### src/rtl/chop_pkg.sv
package chop_pkg;

  // Sequencer phases
  typedef enum logic [1:0] {
    PH_IDLE = 2'd0,  // disabled, every switch open
    PH_GAP  = 2'd1,  // one all-off cycle before an on-phase
    PH_ON   = 2'd2,  // diagonal pair conducting
    PH_OFF  = 2'd3   // fixed off-time running
  } chop_phase_e;

  // Number of bridge legs driven
  localparam int unsigned NUM_LEGS = 2;

endpackage

### src/rtl/chop_timer.sv
module chop_timer #(
  parameter int unsigned CW = 6
) (
  input  logic          clk,
  input  logic          rst_n,
  input  logic          clr_i,
  input  logic          load_i,
  input  logic [CW-1:0] load_val_i,
  output logic          done_o
);

  logic [CW-1:0] cnt_q, cnt_d;
  logic          cnt_en;

  // Next-state logic
  always_comb begin
    cnt_en = 1'b0;
    cnt_d  = cnt_q;
    if (clr_i) begin
      cnt_en = 1'b1;
      cnt_d  = '0;
    end else if (load_i) begin
      cnt_en = 1'b1;
      cnt_d  = load_val_i;
    end else if (cnt_q != '0) begin
      cnt_en = 1'b1;
      cnt_d  = cnt_q - 1'b1;
    end
  end

  // Register
  always_ff @(posedge clk or negedge rst_n) begin
    if (!rst_n) begin
      cnt_q <= '0;
    end else if (cnt_en) begin
      cnt_q <= cnt_d;
    end
  end

  assign done_o = (cnt_q == '0);

  // an unloaded, non-zero count falls by one each cycle
  p_cnt_step_r5: assert property (@(posedge clk) disable iff (!rst_n)
    (!clr_i && !load_i && cnt_q != '0) |=> (cnt_q == $past(cnt_q) - 1'b1));

  // a clear always leaves the timer expired
  p_clr_zero_r1: assert property (@(posedge clk) disable iff (!rst_n)
    clr_i |=> done_o);

endmodule

### src/rtl/chop_seq.sv
module chop_seq
  import chop_pkg::*;
#(
  parameter int unsigned OFF_CYCLES   = 32,
  parameter int unsigned BLANK_CYCLES = 4,
  parameter int unsigned CW           = 6
) (
  input  logic          clk,
  input  logic          rst_n,
  input  logic          disable_i,
  input  logic          trip_i,
  input  logic          polarity_i,
  input  logic          decay_mixed_i,
  input  logic          tmr_done_i,
  output logic          tmr_clr_o,
  output logic          tmr_load_o,
  output logic [CW-1:0] tmr_val_o,
  output chop_phase_e   phase_o,
  output logic          pol_o,
  output logic          mixed_o
);

  localparam logic [CW-1:0] BLANK_LD = CW'(BLANK_CYCLES);
  localparam logic [CW-1:0] OFF_LD   = CW'(OFF_CYCLES - 1);

  chop_phase_e phase_q, phase_d;
  logic        pol_q, pol_d;
  logic        mix_q, mix_d;
  logic        trip_ok;

  // A trip counts only in the on-phase after blanking has expired
  assign trip_ok = (phase_q == PH_ON) && tmr_done_i && trip_i;

  // Next-state logic
  always_comb begin
    phase_d    = phase_q;
    pol_d      = pol_q;
    mix_d      = mix_q;
    tmr_clr_o  = 1'b0;
    tmr_load_o = 1'b0;
    tmr_val_o  = BLANK_LD;
    if (disable_i) begin
      phase_d   = PH_IDLE;
      tmr_clr_o = 1'b1;
    end else begin
      unique case (phase_q)
        PH_IDLE: phase_d = PH_GAP;
        PH_GAP: begin
          phase_d    = PH_ON;
          pol_d      = polarity_i;
          tmr_load_o = 1'b1;
          tmr_val_o  = BLANK_LD;
        end
        PH_ON: begin
          if (trip_ok) begin
            phase_d    = PH_OFF;
            mix_d      = decay_mixed_i;
            tmr_load_o = 1'b1;
            tmr_val_o  = OFF_LD;
          end
        end
        PH_OFF: begin
          if (tmr_done_i) begin
            if (polarity_i == pol_q) begin
              phase_d    = PH_ON;
              tmr_load_o = 1'b1;
              tmr_val_o  = BLANK_LD;
            end else begin
              phase_d = PH_GAP;
            end
          end
        end
        default: phase_d = PH_IDLE;
      endcase
    end
  end

  // Registers
  always_ff @(posedge clk or negedge rst_n) begin
    if (!rst_n) begin
      phase_q <= PH_IDLE;
      pol_q   <= 1'b0;
      mix_q   <= 1'b0;
    end else begin
      phase_q <= phase_d;
      pol_q   <= pol_d;
      mix_q   <= mix_d;
    end
  end

  assign phase_o = phase_q;
  assign pol_o   = pol_q;
  assign mixed_o = mix_q;

  // inside the blanking window the on-phase continues whatever the comparator says
  p_blank_hold_r6: assert property (@(posedge clk) disable iff (!rst_n)
    (phase_q == PH_ON && !tmr_done_i && !disable_i) |=> (phase_q == PH_ON));

  // a trip after blanking ends the on-phase on the next edge
  p_trip_turnoff_r6: assert property (@(posedge clk) disable iff (!rst_n)
    (phase_q == PH_ON && tmr_done_i && trip_i && !disable_i) |=> (phase_q == PH_OFF));

  // the polarity in use never changes inside an on-phase
  p_pol_hold_r8: assert property (@(posedge clk) disable iff (!rst_n)
    (phase_q == PH_ON && $past(phase_q) == PH_ON) |-> $stable(pol_q));

  // the decay choice is frozen through the off-phase
  p_mix_hold_r7: assert property (@(posedge clk) disable iff (!rst_n)
    (phase_q == PH_OFF && $past(phase_q) == PH_OFF) |-> $stable(mix_q));

  // the all-off gap lasts one cycle only
  p_gap_single_r8: assert property (@(posedge clk) disable iff (!rst_n)
    (phase_q == PH_GAP) |=> (phase_q != PH_GAP));

  // disable always returns the sequencer to idle
  p_disable_idle_r1: assert property (@(posedge clk) disable iff (!rst_n)
    disable_i |=> (phase_q == PH_IDLE));

endmodule

### src/rtl/chop_gate_map.sv
module chop_gate_map
  import chop_pkg::*;
(
  input  logic                clk,
  input  logic                rst_n,
  input  logic                disable_i,
  input  chop_phase_e         phase_i,
  input  logic                pol_i,
  input  logic                mixed_i,
  output logic [NUM_LEGS-1:0] hi_o,
  output logic [NUM_LEGS-1:0] lo_o
);

  logic on_ph;
  logic sink_kept;

  assign on_ph     = (phase_i == PH_ON);
  assign sink_kept = on_ph || ((phase_i == PH_OFF) && !mixed_i);

  // Leg 0 sources current for polarity 0, leg 1 for polarity 1
  for (genvar l = 0; l < NUM_LEGS; l++) begin : g_leg
    localparam logic LEG_ID = 1'(l);
    logic is_src;
    assign is_src  = (pol_i == LEG_ID);
    assign hi_o[l] = !disable_i && on_ph && is_src;
    assign lo_o[l] = !disable_i && sink_kept && !is_src;

    // one leg never conducts through both switches
    p_no_shoot_r9: assert property (@(posedge clk) disable iff (!rst_n)
      !(hi_o[l] && lo_o[l]));

    // break-before-make, low to high
    p_bbm_lo_hi_r9: assert property (@(posedge clk) disable iff (!rst_n)
      $past(lo_o[l]) |-> !hi_o[l]);

    // break-before-make, high to low
    p_bbm_hi_lo_r9: assert property (@(posedge clk) disable iff (!rst_n)
      $past(hi_o[l]) |-> !lo_o[l]);
  end

  // disable opens every switch in the same cycle
  p_dis_quiet_r1: assert property (@(posedge clk) disable iff (!rst_n)
    disable_i |-> (hi_o == '0 && lo_o == '0));

  // a mixed off-phase leaves no switch closed
  p_mixed_open_r4: assert property (@(posedge clk) disable iff (!rst_n)
    (phase_i == PH_OFF && mixed_i) |-> (hi_o == '0 && lo_o == '0));

endmodule

### src/rtl/hbridge_chopper.sv
module hbridge_chopper
  import chop_pkg::*;
#(
  parameter int unsigned OFF_CYCLES   = 32,
  parameter int unsigned BLANK_CYCLES = 4
) (
  input  logic clk,
  input  logic rst_n,
  input  logic disable_i,
  input  logic trip_i,
  input  logic polarity_i,
  input  logic decay_mixed_i,
  output logic a_hi_o,
  output logic a_lo_o,
  output logic b_hi_o,
  output logic b_lo_o
);

  localparam int unsigned TOP_CNT = (OFF_CYCLES > BLANK_CYCLES) ? OFF_CYCLES : BLANK_CYCLES;
  localparam int unsigned CW      = $clog2(TOP_CNT + 1);

  logic                tmr_clr;
  logic                tmr_load;
  logic [CW-1:0]       tmr_val;
  logic                tmr_done;
  chop_phase_e         phase;
  logic                pol;
  logic                mixed;
  logic [NUM_LEGS-1:0] hi;
  logic [NUM_LEGS-1:0] lo;

  chop_timer #(
    .CW (CW)
  ) timer_i (
    .clk        (clk),
    .rst_n      (rst_n),
    .clr_i      (tmr_clr),
    .load_i     (tmr_load),
    .load_val_i (tmr_val),
    .done_o     (tmr_done)
  );

  chop_seq #(
    .OFF_CYCLES   (OFF_CYCLES),
    .BLANK_CYCLES (BLANK_CYCLES),
    .CW           (CW)
  ) seq_i (
    .clk           (clk),
    .rst_n         (rst_n),
    .disable_i     (disable_i),
    .trip_i        (trip_i),
    .polarity_i    (polarity_i),
    .decay_mixed_i (decay_mixed_i),
    .tmr_done_i    (tmr_done),
    .tmr_clr_o     (tmr_clr),
    .tmr_load_o    (tmr_load),
    .tmr_val_o     (tmr_val),
    .phase_o       (phase),
    .pol_o         (pol),
    .mixed_o       (mixed)
  );

  chop_gate_map map_i (
    .clk       (clk),
    .rst_n     (rst_n),
    .disable_i (disable_i),
    .phase_i   (phase),
    .pol_i     (pol),
    .mixed_i   (mixed),
    .hi_o      (hi),
    .lo_o      (lo)
  );

  assign a_hi_o = hi[0];
  assign a_lo_o = lo[0];
  assign b_hi_o = hi[1];
  assign b_lo_o = lo[1];

  // a slow off-phase keeps exactly one switch, a low side, closed
  p_slow_sink_r3: assert property (@(posedge clk) disable iff (!rst_n)
    (phase == PH_OFF && !mixed && !disable_i) |->
      (!a_hi_o && !b_hi_o && $countones({a_lo_o, b_lo_o}) == 1));

  // an on-phase always has exactly one source and one sink
  p_diag_pair_r2: assert property (@(posedge clk) disable iff (!rst_n)
    (phase == PH_ON && !disable_i) |->
      ($onehot0({a_hi_o, b_hi_o}) && $countones({a_hi_o, b_hi_o, a_lo_o, b_lo_o}) == 2));

endmodule

### config.mk
export PLATFORM = sky130hd
export DESIGN_NAME = hbridge_chopper
export DESIGN_NICKNAME = d
export VERILOG_FILES = /design/src/rtl/chop_pkg.sv /design/src/rtl/chop_timer.sv /design/src/rtl/chop_seq.sv /design/src/rtl/chop_gate_map.sv /design/src/rtl/hbridge_chopper.sv
export SDC_FILE = /design/constraint.sdc
export NUM_CORES = 1
export LEC_CHECK = 0
export BUFFER_PORTS_ARGS = -buffer_cell sky130_fd_sc_hd__buf_2
export CAP_MARGIN = 20
export CORE_MARGIN = 8
export CORE_UTILIZATION = 35
export DETAILED_ROUTE_END_ITERATION = 12
export GPL_TIMING_DRIVEN = 0
export PLACE_DENSITY = 0.54
export RECOVER_POWER = 50
export SYNTH_ARGS = -nofsm -noshare
export SYNTH_HDL_FRONTEND = slang
export SYNTH_SLANG_ARGS = --single-unit
### constraint.sdc
create_clock -name clk -period 2.5 [get_ports clk]
set_clock_uncertainty 0.05 [all_clocks]
set_input_delay 0.375 -clock clk [delete_from_list [all_inputs] [get_ports clk]]
set_output_delay 0.375 -clock clk [all_outputs]
set_load 0.1 [all_outputs]
==> results.sh <==
export IMPL_outcome="finished, final reports clean"
export IMPL_p_clk_share_pct=12.0
export IMPL_via_per_inst=4.935
export IMPL_synthFlopType="dfrtp_1"
export IMPL_grt_pass1_vias=530
export IMPL_first_iter_violations=16
export IMPL_die_area_um2=3406
export IMPL_switching_power_uw=405.3
export IMPL_antenna_cells=0
export IMPL_power_density_nw_per_um2=1174
export IMPL_die_w_um=58.36
export IMPL_clock_root_buffer="clkbuf_4"
export IMPL_reg2reg_from="timer_i.cnt_q[2]"
export IMPL_clk_latency_ns=0.26
export IMPL_grt_util_met1_pct=10.18
export IMPL_grt_max_degree=11
export IMPL_syn_area_um2=628.1
export IMPL_hold_path_startpoint="decay_mixed_i"
export IMPL_start_util_pct=36.78
export IMPL_cap_violations=0
export IMPL_ys_seq_elements=10
export IMPL_hold_buffers=1
export IMPL_vdd_drop_max_uv=425.6
export IMPL_pwr_share_seq_pct=32.4
export IMPL_hold_viol_final=0
export IMPL_num_vias=528
export IMPL_antenna_found_initial=0
export IMPL_synthDistinctLibCells=30
export IMPL_gr_total_overflow=0
export IMPL_crit_path_start="seq_i.phase_o[0]"
export IMPL_nets=92
export IMPL_grt_pass1_wl_um=2228
export IMPL_clock_fmax_mhz=474.6
export IMPL_synth_async_sr_flop_share_pct=100.0
export IMPL_use_met3_pct=4.130
export IMPL_io_buffer_count=9
export IMPL_grt_busiest_layer="met2"
export IMPL_startpoint_type="flop"
export IMPL_postRouteAntennaNets=0
export IMPL_worstReg2RegEnd="seq_i.mixed_o"
export IMPL_crit_path_max_fanout=9
export IMPL_fin_area_um2=750.7
export IMPL_hold_class="primary input to flop"
export IMPL_ys_seq_area_share_pct=39.84
export IMPL_internal_power_uw=476.1
export IMPL_p_sw_share_pct=45.98
export IMPL_p_comb_share_pct=55.6
export IMPL_crit_path_end_kind="primary output"
export IMPL_worstPathArrival_ns=1.68
export IMPL_worstHoldPathCells=2
export IMPL_core_um2=1708
export IMPL_setup_ws_ns=0.3928
export IMPL_yosysWarningCount=0
export IMPL_post_cts_buffers=0
export IMPL_grtUsageMet2_pct=12.91
export IMPL_rr_worst_depth=4
export IMPL_setup_violations=0
export IMPL_num_rows=15
export IMPL_seq_area_um2=250.2
export IMPL_holdPathEnd="seq_i.mixed_o"
export IMPL_rsz0062_at_grt="no"
export IMPL_total_leakage_power_uw=0.0003243
export IMPL_period_share_pct=84.29
export IMPL_cts_sinks=10
export IMPL_post_route_min_period_ns=2.107
export IMPL_max_slew_margin_pct=61.39
export IMPL_die_h_um=58.36
export IMPL_numCtsBuffers=3
export IMPL_wl_per_cell_um=11.80
export IMPL_layout_common_cells="10 x dfrtp_1, 8 x nor2_1, 8 x buf_2"
export IMPL_post_dp_hpwl_um=974.4
export IMPL_cts_buffer_depth=2
export IMPL_r2r_slack_ns=0.70
export IMPL_areaGrowthSynthToFinish_pct=19.52
export IMPL_drcViolationCount=0
export IMPL_cts_tree="built"
export IMPL_layout_commonest_cell="dfrtp_1"
export IMPL_nFillCells=166
export IMPL_cts_resized_gates=0
export IMPL_critPathRequiredTime_ns=2.08
export IMPL_dpl_cell_area_um2=719.4
export IMPL_clkTransAtPathRegs_ns=0.06
export IMPL_worst_pin_slew_ns=0.5792
export IMPL_htreeDepth=1
export IMPL_fin_setup_tns_ns=0
export IMPL_ioPinCount=10
export IMPL_syn_inst=69
export IMPL_timing_final_max_slew_violations=0
export IMPL_final_layout_size_suffix_gt1_share_pct=21.95
export IMPL_first_pass_iters=4
export IMPL_place_gp_congestion=0.7784
export IMPL_worstSetupPathType="flop to primary output"
export IMPL_avgSynthCellArea_um2=9.103
export IMPL_grt_use_total_pct=8.408
export IMPL_synth_edf_count=0
export IMPL_dp_slack_ns=0.6277
export IMPL_hold_slack_ns=0.2778
export IMPL_wl_um=1263
export IMPL_syn_num_nets=77
export IMPL_multi_input_area_um2=374.1
registers in the layout (all words and copies together), names as in the netlist:
signal and flops:
seq_i.mixed_o 1, seq_i.phase_o 2, seq_i.pol_o 1, timer_i.cnt_q 6
synthesized netlist by cell type (2+ instances only):
library cell	number	area, um2
nor3b_1	3	22.52
clkbuf_1	2	7.510
xor2_1	2	17.52
nand2_1	5	18.77
nand3_1	2	10.01
ha_1	2	25.02
a21oi_1	4	20.02
inv_1	3	11.26
nor2_1	8	30.03
xnor2_1	2	17.52
nand2b_1	3	18.77
or3_4	2	22.52
a211oi_1	2	15.01
nor3_1	4	20.02
dfrtp_1	10	250.2
per-stage QoR:
stage	std cells	util (%)	total power, uW
detailed placement	103	42.12	773.3
floorplan	69	-	684.1
CTS	107	44.03	888.2
finish	107	43.96	881.3
global placement	103	42.12	774.5
global route	107	43.96	966.3
area by class of cell:
type	instances	area share, %
Timing Repair Buffer	10	7.167
Multi-Input combinational cell	54	49.83
Inverter	3	1.500
Buffer	2	1.000
Clock buffer	3	3.000
Tap cell	25	4.167
Sequential cell	10	33.33
critical path: stages (launching register included):
cell      delay [ns]
dfrtp_1         0.35
clkbuf_1        0.19
inv_1           0.14
nand2_1         0.11
nor3b_2         0.19
buf_2           0.44
worst max path at each step:
stage	end	slack, ns	cells after the start
final	b_hi_o	0.39	5
after CTS	b_hi_o	0.39	5
after floorplan	b_hi_o	0.14	4
after global placement	a_lo_o	0.61	4
after global routing	b_hi_o	0.28	5
after detailed placement	a_lo_o	0.63	4
layer usage:
layer  up-vias  share of wire (%)
met1       242                 48
met4         0                  0
met2        14                 47
met3         0                5.5
li1        272                  -
met5         -                  0
kinds of logic after synthesis:
kind of cell | share of synthesized area, %
DFF | 39.84
adders and majority gates | 3.983
and+or+nand+nor | 30.48
muxes | 5.179
buffers and inverters | 2.988
AOI/OAI and AO/OA | 11.95
xor gates and xnor gates | 5.579
power by group through the flow:
stage	logic (uW)	clock network, uW	registers, uW
2_1_floorplan	411	0	273
3_3_place_gp	489	0	286
3_5_place_dp	486	0	287
4_1_cts	491	113	284
5_1_grt	552	118	296
6_report	490	106	285
Note: power is estimated with default switching activity, not from simulation.
